==> config.mk <==
export PLATFORM = sky130hd
export DESIGN_NAME = scanline_addr_gen
export DESIGN_NICKNAME = d
export VERILOG_FILES = /design/src/rtl/sla_pkg.sv /design/src/rtl/sla_repeat_calc.sv /design/src/rtl/sla_row_stepper.sv /design/src/rtl/sla_addr_accum.sv /design/src/rtl/scanline_addr_gen.sv
export SDC_FILE = /design/constraint.sdc
export NUM_CORES = 1
export LEC_CHECK = 0
export BUFFER_PORTS_ARGS = -buffer_cell sky130_fd_sc_hd__buf_2
export CAP_MARGIN = 20
export CORE_ASPECT_RATIO = 1.75
export CORE_MARGIN = 10
export CORE_UTILIZATION = 34
export CTS_CLUSTER_DIAMETER = 30
export DETAILED_ROUTE_END_ITERATION = 12
export GPL_ROUTABILITY_DRIVEN = 0
export PLACE_DENSITY = 0.65
export SLEW_MARGIN = 15
export SYNTH_ARGS = -nofsm -noshare
export SYNTH_HDL_FRONTEND = slang
export SYNTH_SLANG_ARGS = --single-unit
==> constraint.sdc <==
create_clock -name clk -period 7.23 [get_ports clk]
set_input_delay 0.723 -clock clk [delete_from_list [all_inputs] [get_ports clk]]
set_output_delay 0.723 -clock clk [all_outputs]
set_load 0.03 [all_outputs]
==> src/rtl/sla_pkg.sv <==
// Package: shared widths and the per-cycle action type of the scanline
// address generator. Assumes the repeat value never exceeds 63.
package sla_pkg;
    localparam int REP_W = 6;

    typedef enum logic [1:0] {
        ACT_HOLD   = 2'd0,
        ACT_RELOAD = 2'd1,
        ACT_STEP   = 2'd2
    } sla_act_e;
endpackage

==> src/rtl/sla_repeat_calc.sv <==
// Module: sla_repeat_calc
// Derives how many extra times each source row is repeated from the
// maximum-scanline register and the shift-control field. Purely combinational.
// Assumes shift value 1 selects the two-colour rule.
module sla_repeat_calc
    import sla_pkg::*;
(
    input  logic [7:0]       max_scan,
    input  logic [1:0]       shift_ctrl,
    output logic [REP_W-1:0] rep_val
);
    logic             dbl;
    logic [REP_W:0]   base;
    logic [REP_W:0]   scaled;

    // Merge scan count and doubling bit, or take the doubling bit alone.
    always_comb begin
        dbl    = max_scan[7];
        base   = {2'b00, max_scan[4:0]} + 7'd1;
        scaled = dbl ? (base << 1) : base;
        if (shift_ctrl == 2'd1) begin
            rep_val = {{(REP_W-1){1'b0}}, dbl};
        end else begin
            rep_val = REP_W'(scaled - 7'd1);
        end
    end
endmodule

==> src/rtl/sla_row_stepper.sv <==
// Module: sla_row_stepper
// Holds the repeat down-counter and the source row counter. Flags when the
// current step is a row advance and whether the pre-increment row passes
// the mode-control mask. Assumes reload and step are mutually exclusive.
module sla_row_stepper
    import sla_pkg::*;
#(
    parameter int ROW_W = 10
) (
    input  logic             clk,
    input  logic             rst_n,
    input  logic             reload,
    input  logic             step,
    input  logic [REP_W-1:0] rep_val,
    input  logic [1:0]       mode_bits,
    output logic             advance,
    output logic             row_hit
);
    logic [REP_W-1:0] rep_cnt;
    logic [ROW_W-1:0] row;
    logic [1:0]       mask;

    // Advance when the repeat counter is exhausted; test the row against the mask.
    always_comb begin
        mask    = mode_bits ^ 2'b11;
        advance = (rep_cnt == '0);
        row_hit = ((row[1:0] & mask) == mask);
    end

    // Count down repeats, bump the row and reload on each advance.
    always_ff @(posedge clk) begin
        if (!rst_n) begin
            rep_cnt <= '0;
            row     <= '0;
        end else if (reload) begin
            rep_cnt <= rep_val;
            row     <= '0;
        end else if (step) begin
            if (advance) begin
                rep_cnt <= rep_val;
                row     <= row + 1'b1;
            end else begin
                rep_cnt <= rep_cnt - 1'b1;
            end
        end
    end
endmodule

==> src/rtl/sla_addr_accum.sv <==
// Module: sla_addr_accum
// Keeps the running line address: loads start*4, adds the row pitch on
// qualified advances, and clears on a split-screen hit. Wraps at ADDR_W bits.
// Assumes ADDR_W >= START_W + 2.
module sla_addr_accum #(
    parameter int ADDR_W  = 18,
    parameter int START_W = 16,
    parameter int OFFS_W  = 8
) (
    input  logic               clk,
    input  logic               rst_n,
    input  logic               reload,
    input  logic               step,
    input  logic               add_en,
    input  logic               cmp_hit,
    input  logic [START_W-1:0] start_addr,
    input  logic [OFFS_W-1:0]  line_offset,
    output logic [ADDR_W-1:0]  addr
);
    logic [ADDR_W-1:0] start_bytes;
    logic [ADDR_W-1:0] pitch_bytes;

    // Scale word units to byte addresses.
    always_comb begin
        start_bytes = ADDR_W'(start_addr) << 2;
        pitch_bytes = ADDR_W'(line_offset) << 3;
    end

    // Update the address; line compare overrides the pitch addition.
    always_ff @(posedge clk) begin
        if (!rst_n) begin
            addr <= '0;
        end else if (reload) begin
            addr <= start_bytes;
        end else if (step) begin
            if (cmp_hit) begin
                addr <= '0;
            end else if (add_en) begin
                addr <= addr + pitch_bytes;
            end
        end
    end
endmodule

==> src/rtl/scanline_addr_gen.sv <==
// Module: scanline_addr_gen (top)
// Generates the start address and index of every displayed scanline.
// Decodes frame start and line steps into one action, gates steps past the
// frame height, and drives the row stepper and the address accumulator.
// Assumes frame_start and line_step are single-cycle pulses.
module scanline_addr_gen
    import sla_pkg::*;
#(
    parameter int ADDR_W  = 18,
    parameter int START_W = 16,
    parameter int OFFS_W  = 8,
    parameter int LINE_W  = 10,
    parameter int ROW_W   = 10
) (
    input  logic               clk,
    input  logic               rst_n,
    input  logic               frame_start,
    input  logic               line_step,
    input  logic [START_W-1:0] start_addr,
    input  logic [OFFS_W-1:0]  line_offset,
    input  logic [7:0]         max_scan,
    input  logic [7:0]         mode_ctrl,
    input  logic [1:0]         shift_ctrl,
    input  logic [LINE_W-1:0]  line_cmp,
    input  logic [LINE_W-1:0]  frame_height,
    output logic [ADDR_W-1:0]  line_addr,
    output logic [LINE_W-1:0]  line_num
);
    sla_act_e         act;
    logic             in_frame;
    logic             reload;
    logic             step;
    logic             advance;
    logic             row_hit;
    logic             cmp_hit;
    logic [REP_W-1:0] rep_val;

    // Choose this cycle's action; frame start wins over a step.
    always_comb begin
        in_frame = (({1'b0, line_num} + 1'b1) < {1'b0, frame_height});
        if (frame_start)              act = ACT_RELOAD;
        else if (line_step && in_frame) act = ACT_STEP;
        else                          act = ACT_HOLD;
        reload  = (act == ACT_RELOAD);
        step    = (act == ACT_STEP);
        cmp_hit = (line_num == line_cmp);
    end

    sla_repeat_calc u_rep (
        .max_scan   (max_scan),
        .shift_ctrl (shift_ctrl),
        .rep_val    (rep_val)
    );

    sla_row_stepper #(.ROW_W(ROW_W)) u_row (
        .clk       (clk),
        .rst_n     (rst_n),
        .reload    (reload),
        .step      (step),
        .rep_val   (rep_val),
        .mode_bits (mode_ctrl[1:0]),
        .advance   (advance),
        .row_hit   (row_hit)
    );

    sla_addr_accum #(.ADDR_W(ADDR_W), .START_W(START_W), .OFFS_W(OFFS_W)) u_addr (
        .clk         (clk),
        .rst_n       (rst_n),
        .reload      (reload),
        .step        (step),
        .add_en      (advance && row_hit),
        .cmp_hit     (cmp_hit),
        .start_addr  (start_addr),
        .line_offset (line_offset),
        .addr        (line_addr)
    );

    // Count displayed lines from the top of the frame.
    always_ff @(posedge clk) begin
        if (!rst_n) begin
            line_num <= '0;
        end else if (reload) begin
            line_num <= '0;
        end else if (step) begin
            line_num <= line_num + 1'b1;
        end
    end
endmodule

==> out/results.txt, run 1 <==
Routed len/inst - 16.10 um
Antenna-violating nets left - 0
Cell Pwr Density - 167.7 nW/um^2
Final Hold Viols - 0
Setup Crit Path Kind - register to register
Fin. max-slew vios - 0
Final WS setup - 3047 ps
TritonRoute pass-1 iters - 4
Drt total wl - 8.934 mm
Max-Slew Margin vs Limit - 0.3098
Number of antenna violations at the first check in global routing - 0
LEAKAGE - 0.001701 uW
Top cell type by total area after synthesis - dfxtp_1
Remaining global-route overflow - 0
Inserted Clock Buffers - 5
Final Power - 614.4 uW
Unique masters post-synth - 69
DRC Markers - 0
Floorplan row count - 45
Vias per cell - 5.550
Core area - 8727 sq um
Most common cell in the netlist - dfxtp_1
Status - finished, final reports clean
Commonest cells in the netlist - dfxtp_1 (36), nand2_1 (29), a21oi_1 (25)
Die X - 91.63 um
Worst Tran Pin Value - 1032 ps
Syn Std Cell Area - 3053 sq um
Avg Cell Area, Syn - 8.410 sq um
Clk pin slew, worst setup/hold paths - 50 ps
Fillcell total - 883
First-pass GRT wire length - 14.53 mm
Peak supply drop - 141.0 uV
CTS tree - yes
Largest net degree at the start of global routing - 25
Initial core utilization - 0.3498
Root Driver - clkbuf_16
Clock Skew - 4.158 ps
H-tree Lvls - 2
DPL Wire Length - 6.962 mm
Worst hold path class - register to register
CTS resizes - 0
RSZ-0062 raised after global routing - no
YS warnings - 0
Clk sinks - 36
Vias - 3080
Antenna Cells - 0
Crit path DAT - 4400 ps
Min Tclk post-route - 4183 ps
Worst setup SP type - register
Seq/Total Area, Yosys - 0.2361
Max-Cap Viols - 0
Multi-input combinational cell area - 2151 sq um
GRT Util Overall - 0.1291
Synth async-reset ratio - 0
IO buf count - 85
Sequential Area - 720.7 sq um
Drt initial violations - 168
Crit end category - register
Final #Nets - 525
Pre-CTS setup slack - 3061 ps
Final setup fails - 0
Layout area overhead - 20.04%
Setup bufs post-CTS - 0
Final period utilization - 0.5785
Post-synth EDFFs - 0
CTS Hold Bufs - 0
Share of cells above drive strength 1 - 0.2603
CP Data Required Time - 7450 ps
Final TNS setup - 0 ps
Clock Tree Buf Depth - 2
DIE HEIGHT - 145.4 um
Io pins - 94
Vias in the first global route - 3085
Predominant post-synthesis flop cell - dfxtp_1
Top cell type's share of synthesized area - 0.2361
Clk_lat worst skew - 280 ps
FF+latch count, synth - 36
Syn nets - 451
Post-synthesis cell count - 363
Crit path max fanout - 15
Die ar. - 13320 sq um
Top area cells in the synthesized netlist - dfxtp_1 (24%), ha_1 (8.6%), xor2_1 (4.9%)
F_max - 239.1 MHz
## kinds of logic (layout without fill, tap and decap cells)
kind of cell               Yosys count  after routing  share of synthesized area
AOI/OAI and AO/OA                  119            119                     0.2988
xor gates and xnor gates            35             35                     0.1090
adders and majority gates           22             22                    0.09262
buffers and inverters               38            113                    0.05942
DFF                                 36             36                     0.2361
muxes                                6              6                    0.02008
and+or+nand+nor                    107            107                     0.1840
## metrics by stage
| step | hold WS, ps | utilization | std cells | area [sq um] |
|---|---|---|---|---|
| CTS | 456.3 | 0.4199 | 555 | 3665 |
| global route | 493.6 | 0.4199 | 555 | 3665 |
| finish | 451.2 | 0.4199 | 555 | 3665 |
| global placement | 439.6 | 0.4032 | 547 | 3518 |
| floorplan | 480.0 | - | 363 | 3053 |
| detailed placement | 440.6 | 0.4032 | 547 | 3518 |
## state kept, by name (all words and copies together) (netlist names)
signal and count:
u_row.rep_cnt 6, line_num 10, u_addr.addr 18, u_row.row 2
## cell type report
class                   instances  share of cell area
flip-flops and latches         36              0.1967
repair buffers                 85              0.1161
inverters                      20             0.02048
well taps                     117             0.03995
clock buffers                   8             0.03995
multi-input cells             289              0.5869
## critical path: stages (launching register included)
cell	delay, ps
dfxtp_1	570
nand4_1	150
nor3_1	400
and3_1	250
xor2_1	180
ha_1	260
inv_1	50
o21ai_0	130
nor2_1	820
o21ai_1	550
a21boi_2	550
o211a_1	200
## layer usage
layer | global-route usage | up-vias | wire (um)
met5 | 0 | - | 0
met4 | 0.03780 | 0 | 144
met3 | 0.03662 | 9 | 562
met2 | 0.2404 | 106 | 4773
met1 | 0.1337 | 1454 | 3454
li1 | - | 1511 | -
## worst paths after layout
check                                     from        endpoint  slack, ps  cells past startpoint
worst max-delay path               line_num[2]  u_addr.addr[6]       3050                     11
worst max register to register     line_num[2]  u_addr.addr[6]       3050                     11
worst min-delay path            u_addr.addr[1]  u_addr.addr[1]        450                      1
worst min register to register  u_addr.addr[1]  u_addr.addr[1]        450                      1
## placed cells by master (no fill, tap or decap), types with 5 or more instances in the layout
master / instances
a221o_2: 5
xnor2_1: 16
nand2b_1: 5
ha_1: 21
mux2i_1: 5
clkbuf_16: 5
xor2_1: 17
o22ai_1: 7
nand2_1: 29
nor2b_1: 5
buf_2: 85
o211a_1: 9
inv_1: 20
o211ai_1: 9
o21ai_0: 9
dfxtp_1: 36
nand3_1: 8
a21oi_1: 25
nor3_1: 8
nor2_1: 24
o31a_1: 6
## report_power, final
group / internal (uW) / switching [uW] / leakage [uW] / total [uW]
logic: 74.7 / 100 / 0.00134 / 175
registers: 210 / 11.8 / 0.000294 / 222
clock network: 137 / 80.3 / 0.0000712 / 218
total: 422 / 193 / 0.00170 / 614
(Power assumes the default switching activity.)
==> run 2, diff against run 1 <==
Clock period 7.23 ns to 4.3 ns, I/O delays scaled along.
==> run 2 against run 1 <==
Compared with the run above:
- critical path depth did not move
- clock skew shrank 1.1 ps
- via count shrank 0.88%
- power up 69%
- critical path type unchanged
- critical endpoint is now u_addr.addr[8]
- largest cell class unchanged
==> out/results.txt, run 2 (synthesized netlist as in run 1, its figures left out) <==
H-tree Lvls - 2 (unchanged)
Clk sinks - 36 (unchanged)
Crit path max fanout - 11 (was 15)
Share of cells above drive strength 1 - 0.2686 (was 0.2603)
Number of flip-flops in the largest register - 18 (unchanged)
Min Tclk post-route - 3569 ps (was 4183 ps)
Remaining global-route overflow - 0 (unchanged)
Status - finished, final reports clean (unchanged)
Fin. max-slew vios - 0 (unchanged)
F_max - 280.2 MHz (was 239.1 MHz)
Worst hold path class - input pin to register (was register to register)
Die X - 91.63 um (unchanged)
Antenna-violating nets left - 0 (unchanged)
Vias in the first global route - 3148 (was 3085)
Setup Crit Path Kind - register to register (unchanged)
IO buf count - 85 (unchanged)
Vias per cell - 5.452 (was 5.550)
Floorplan row count - 45 (unchanged)
Largest net degree at the start of global routing - 25 (unchanged)
Die ar. - 13320 sq um (unchanged)
Final TNS setup - 0 ps (unchanged)
Worst setup SP type - register (unchanged)
Core area - 8727 sq um (unchanged)
Most frequent cells in the layout - buf_2 (85), dfxtp_1 (36), nand2_1 (29) (unchanged)
Routed len/inst - 16.08 um (was 16.10 um)
Post-Layout Cell Count - 560 (was 555)
Commonest non-fill, non-tap cell in the layout - buf_2 (unchanged)
Crit path DAT - 3800 ps (was 4400 ps)
Placed insts - 552 (was 547)
LEAKAGE - 0.001725 uW (was 0.001701 uW)
RSZ-0062 raised after global routing - no (unchanged)
Worst Tran Pin Value - 895.7 ps (was 1032 ps)
Top reg by flops - u_addr.addr (unchanged)
Layout area overhead - 21.27% (was 20.04%)
Hold path depth - 3 (was 1)
Cell Pwr Density - 280.9 nW/um^2 (was 167.7 nW/um^2)
Initial core utilization - 0.3498 (unchanged)
Crit end category - register (unchanged)
CP Data Required Time - 4530 ps (was 7450 ps)
CTS resizes - 0 (unchanged)
Max-Cap Viols - 0 (unchanged)
Antenna Cells - 0 (unchanged)
Setup bufs post-CTS - 0 (unchanged)
Clock Tree Buf Depth - 2 (unchanged)
Drt total wl - 9.007 mm (was 8.934 mm)
Final Hold Viols - 0 (unchanged)
DRC Markers - 0 (unchanged)
Max-Slew Margin vs Limit - 0.3979 (was 0.3098)
Drt initial violations - 122 (was 168)
Vias - 3053 (was 3080)
DPL Wire Length - 7.120 mm (was 6.962 mm)
Number of antenna violations at the first check in global routing - 0 (unchanged)
CTS Hold Bufs - 0 (unchanged)
CTS tree - yes (unchanged)
Io pins - 94 (unchanged)
Root Driver - clkbuf_16 (unchanged)
Clk_lat worst skew - 280 ps (about the same)
Peak supply drop - 201.0 uV (was 141.0 uV)
Final setup fails - 0 (unchanged)
Worst r2r path cells - 11 (unchanged)
GRT Util Overall - 0.1305 (was 0.1291)
First-pass GRT wire length - 14.72 mm (was 14.53 mm)
DIE HEIGHT - 145.4 um (unchanged)
Clock Skew - 3.076 ps (was 4.158 ps)
Inserted Clock Buffers - 5 (unchanged)
Final #Nets - 530 (was 525)
Final period utilization - 0.8300 (was 0.5785)
Clk pin slew, worst setup/hold paths - 60 ps (was 50 ps)
Biggest regs - u_addr.addr (18), line_num (10), u_row.rep_cnt (6) (unchanged)
TritonRoute pass-1 iters - 4 (unchanged)
## run 2: routing by layer
metal / track usage / share of wire / up-vias
li1: - / - / 1524
met5: 0 / 0 / -
met2: 0.2468 / 0.54 / 65
met3: 0.03146 / 0.048 / 11
met1: 0.1309 / 0.40 / 1453
met4: 0.04961 / 0.019 / 0
## run 2: final timing paths
path	start	end	slack [ps]
hold / removal	start_addr[0]	u_addr.addr[2]	410
setup / recovery	line_num[3]	u_addr.addr[8]	730
setup reg to reg	line_num[3]	u_addr.addr[8]	730
hold reg to reg	u_addr.addr[0]	u_addr.addr[0]	450
## run 2: power by group
| group | total (uW) | internal, uW | switching [uW] |
|---|---|---|---|
| Sequential | 372 | 353 | 19.5 |
| Combinational | 298 | 128 | 170 |
| Clock | 370 | 231 | 139 |
| Total | 1040 | 712 | 329 |
## run 2: final cells by class
cell class              instances  area, sq um
clock buffers                   8        146.4
repair buffers                 90        462.9
well taps                     117        146.4
fillers                       899         5025
inverters                      20        75.07
multi-input cells             289         2151
flip-flops and latches         36        720.7
## run 2: metrics by stage
| stage | setup WS [ps] | hold WS (ps) | cell area, sq um | power (uW) | utilization |
|---|---|---|---|---|---|
| 4_1_cts | 664.8 | 405.3 | 3702 | 1050 | 0.4242 |
| 3_5_place_dp | 682.4 | 442.1 | 3556 | 676.9 | 0.4075 |
| 6_report | 731.0 | 406.1 | 3702 | 1040 | 0.4242 |
| 3_3_place_gp | 764.0 | 439.2 | 3556 | 669.5 | 0.4075 |
| 2_1_floorplan | 1318 | 480.0 | 3053 | 587.7 | - |
| 5_1_grt | 452.7 | 421.2 | 3702 | 1097 | 0.4242 |
## run 2: critical path, cell delays in order, from the launching register on
cell and delay (ps):
dfxtp_1 500, nand4_1 140, nor3_1 420, and3_1 260, xor2_1 190, ha_1 270
inv_1 50, o21ai_0 130, nor2_1 420, o21ai_1 420, a21boi_2 520, o211a_1 190
==> run 3, diff against run 2 <==
Settings changed: ABC_AREA from default to 1.
Clock period 4.3 ns to 3.31 ns, I/O delays scaled along.
==> run 3 against run 2 <==
Compared with the run above:
- fmax is 21% higher
- hold slack lost 97 ps
- design area increased by 3.9%
- via count is 12% higher
- largest cell class unchanged
==> out/results.txt, run 3 <==
Logic gate share of total power - 0.319 (was 0.286)
Clk pin slew, worst setup/hold paths - 60 ps (about the same)
Most common cell in the netlist - nand2_1 (was dfxtp_1)
Number of flip-flops in the largest register - 18 (unchanged)
CTS resizes - 0 (unchanged)
Remaining global-route overflow - 0 (unchanged)
Share of cells above drive strength 1 - 0.2146 (was 0.2686)
Seq/Total Area, Yosys - 0.2274 (was 0.2361)
Crit path DAT - 3130 ps (was 3800 ps)
GRT Util Overall - 0.1351 (was 0.1305)
Syn nets - 603 (was 451)
Final period utilization - 0.8927 (was 0.8300)
Routed len/inst - 12.74 um (was 16.08 um)
RSZ-0062 raised after global routing - no (unchanged)
Worst Path Buf+Inv - 2 (was 1)
Clk sinks - 36 (unchanged)
Commonest cells in the netlist - nand2_1 (153), inv_1 (66), nor2_1 (65) (was dfxtp_1 (36), nand2_1 (29), a21oi_1 (25))
Antenna-violating nets left - 0 (unchanged)
Net Switching - 513.1 uW (was 328.5 uW)
Max-Cap Viols - 0 (unchanged)
H-tree Lvls - 2 (unchanged)
Clk_lat worst skew - 290 ps (was 280 ps)
FF+latch count, synth - 36 (unchanged)
Internal cell power - 932.8 uW (was 711.6 uW)
Max-Slew Margin vs Limit - 0.5165 (was 0.3979)
Setup Crit Path Kind - register to register (unchanged)
Cell Pwr Density - 376.0 nW/um^2 (was 280.9 nW/um^2)
Worst Tran Pin Value - 722.6 ps (was 895.7 ps)
Io pins - 94 (unchanged)
Hold Slack - 308.9 ps (was 406.1 ps)
Initial core utilization - 0.3485 (was 0.3498)
Final TNS setup - 0 ps (unchanged)
Top cell type by total area after synthesis - dfxtp_1 (unchanged)
Unique masters post-synth - 39 (was 69)
DPL Wire Length - 7.368 mm (was 7.120 mm)
Commonest non-fill, non-tap cell in the layout - nand2_1 (was buf_2)
Clock Skew - 6.315 ps (was 3.076 ps)
TritonRoute pass-1 iters - 4 (unchanged)
CP Data Required Time - 3490 ps (was 4530 ps)
Fin area - 3845 sq um (was 3702 sq um)
Final Power - 1446 uW (was 1040 uW)
Clock share of power - 0.338 (was 0.356)
Vias - 3407 (was 3053)
Worst setup SP type - register (unchanged)
First-pass GRT wire length - 15.58 mm (was 14.72 mm)
Floorplan row count - 46 (was 45)
CP max stage delay - 430 ps (was 520 ps)
Sequential Power Share - 0.343 (was 0.358)
Status - finished, final reports clean (unchanged)
Slowest CP cell - dfxtp_1 (was a21boi_2)
Post-synth EDFFs - 0 (unchanged)
Worst-path cell chain - ha_1 -> nand3_2 -> nor2_2 -> xor2_1 -> ha_1 -> nand2_1 -> inv_1 -> a21oi_1 -> nand2_1 -> nand2_1 -> nand2_1 -> nand2_1 -> nand2_4 -> a21oi_4 -> buf_12 -> nand2_1 -> nor2_1 -> nor2_2 (was nand4_1 -> nor3_1 -> and3_1 -> xor2_1 -> ha_1 -> inv_1 -> o21ai_0 -> nor2_1 -> o21ai_1 -> a21boi_2 -> o211a_1)
Cell family with most CP delay - simple AND/OR/NAND/NOR gates (was compound AO/OA/AOI/OAI gates)
Largest net degree at the start of global routing - 27 (was 25)
Die ar. - 13740 sq um (was 13320 sq um)
Final #Nets - 688 (was 530)
Top reg by flops - u_addr.addr (unchanged)
Min Tclk post-route - 2955 ps (was 3569 ps)
Crit end category - register (unchanged)
Top cell type's share of synthesized area - 0.2274 (was 0.2361)
CTS tree - yes (unchanged)
Most common cell on crit path - nand2_1
Final setup fails - 0 (unchanged)
Post-synthesis cell count - 515 (was 363)
Synth async-reset ratio - 0 (unchanged)
Drt total wl - 9.183 mm (was 9.007 mm)
Inserted Clock Buffers - 5 (unchanged)
Clock Tree Buf Depth - 2 (unchanged)
Die X - 92.99 um (was 91.63 um)
Peak supply drop - 182.7 uV (was 201.0 uV)
Most frequent cells in the layout - nand2_1 (153), buf_2 (85), inv_1 (66) (was buf_2 (85), dfxtp_1 (36), nand2_1 (29))
Drt initial violations - 164 (was 122)
Root Driver - clkbuf_16 (unchanged)
F_max - 338.4 MHz (was 280.2 MHz)
Top area cells in the synthesized netlist - dfxtp_1 (23%), nand2_1 (18%), ha_1 (8.3%) (was dfxtp_1 (24%), ha_1 (8.6%), xor2_1 (4.9%))
LEAKAGE - 0.002077 uW (was 0.001725 uW)
Antenna Cells - 0 (unchanged)
Fillcell total - 1001 (was 899)
Worst hold path class - input pin to register (unchanged)
Core area - 9094 sq um (was 8727 sq um)
YS warnings - 0 (unchanged)
Biggest regs - u_addr.addr (18), line_num (10), u_row.rep_cnt (6) (unchanged)
IO buf count - 85 (unchanged)
Number of antenna violations at the first check in global routing - 0 (unchanged)
Vias in the first global route - 3436 (was 3148)
CTS Hold Bufs - 0 (unchanged)
Placed instance area - 3696 sq um (was 3556 sq um)
Setup bufs post-CTS - 0 (unchanged)
Vias per cell - 4.725 (was 5.452)
Final Hold Viols - 0 (unchanged)
Syn Std Cell Area - 3169 sq um (was 3053 sq um)
Crit path max fanout - 26 (was 11)
Layout area overhead - 21.32% (was 21.27%)
Internal reg-to-reg setup slack - 360 ps (was 730 ps)
Avg Cell Area, Syn - 6.154 sq um (was 8.410 sq um)
Sw Share - 0.3548 (was 0.3159)
Fin. max-slew vios - 0 (unchanged)
Predominant post-synthesis flop cell - dfxtp_1 (unchanged)
DIE HEIGHT - 147.7 um (was 145.4 um)
DRC Markers - 0 (unchanged)
## run 3: power by group through the flow
stage                     sequential [uW]  combinational [uW]  clock (uW)
after floorplan                       542                 296           0
after global placement                504                 454           0
after detailed placement              505                 462           0
after CTS                             496                 465         499
after global routing                  502                 524         515
final                                 496                 461         489
## run 3: logic make-up after synthesis
kind of cell / share of synthesized area
xor+xnor: 0.04975
fa+ha+maj: 0.08922
compound gates: 0.1469
simple gates: 0.3750
buf+inv: 0.1117
flops: 0.2274
## run 3: final cells by class
class | instances | area [sq um] | area share
clock buffer | 6 | 138.9 | 0.03612
sequential | 36 | 720.7 | 0.1874
multi-input combinational | 397 | 2095 | 0.5447
inverter | 72 | 270.3 | 0.07029
clock inverter | 2 | 10.01 | 0.002603
tap | 120 | 150.1 | 0.03905
timing repair buffer | 88 | 460.4 | 0.1198
## run 3: final timing paths
check | startpoint | depth (start not counted) | end
min reg2reg | u_addr.addr[0] | 2 | u_addr.addr[0]
max reg2reg | line_num[0] | 18 | u_addr.addr[14]
max | line_num[0] | 18 | u_addr.addr[14]
min | start_addr[0] | 3 | u_addr.addr[2]
## run 3: routing by layer
layer  share of wire  wire, um  track usage  vias up
met5               0         0            0        -
met4           0.011        97      0.04031        0
met3           0.050       461      0.02992        6
met2            0.53      4853       0.2507       71
met1            0.41      3771       0.1458     1532
li1                -         -            -     1798
## run 3: per-stage QoR
step | worst slack [ps] | cells | utilization
global placement | 415.5 | 713 | 0.4064
CTS | 313.2 | 721 | 0.4228
floorplan | 549.3 | 515 | -
detailed placement | 332.0 | 713 | 0.4064
global route | 29.20 | 721 | 0.4228
finish | 355.1 | 721 | 0.4228
## run 3: worst min-delay path, stage by stage
cell     delay (ps)
buf_2           100
nand2_1          50
a21oi_1          50
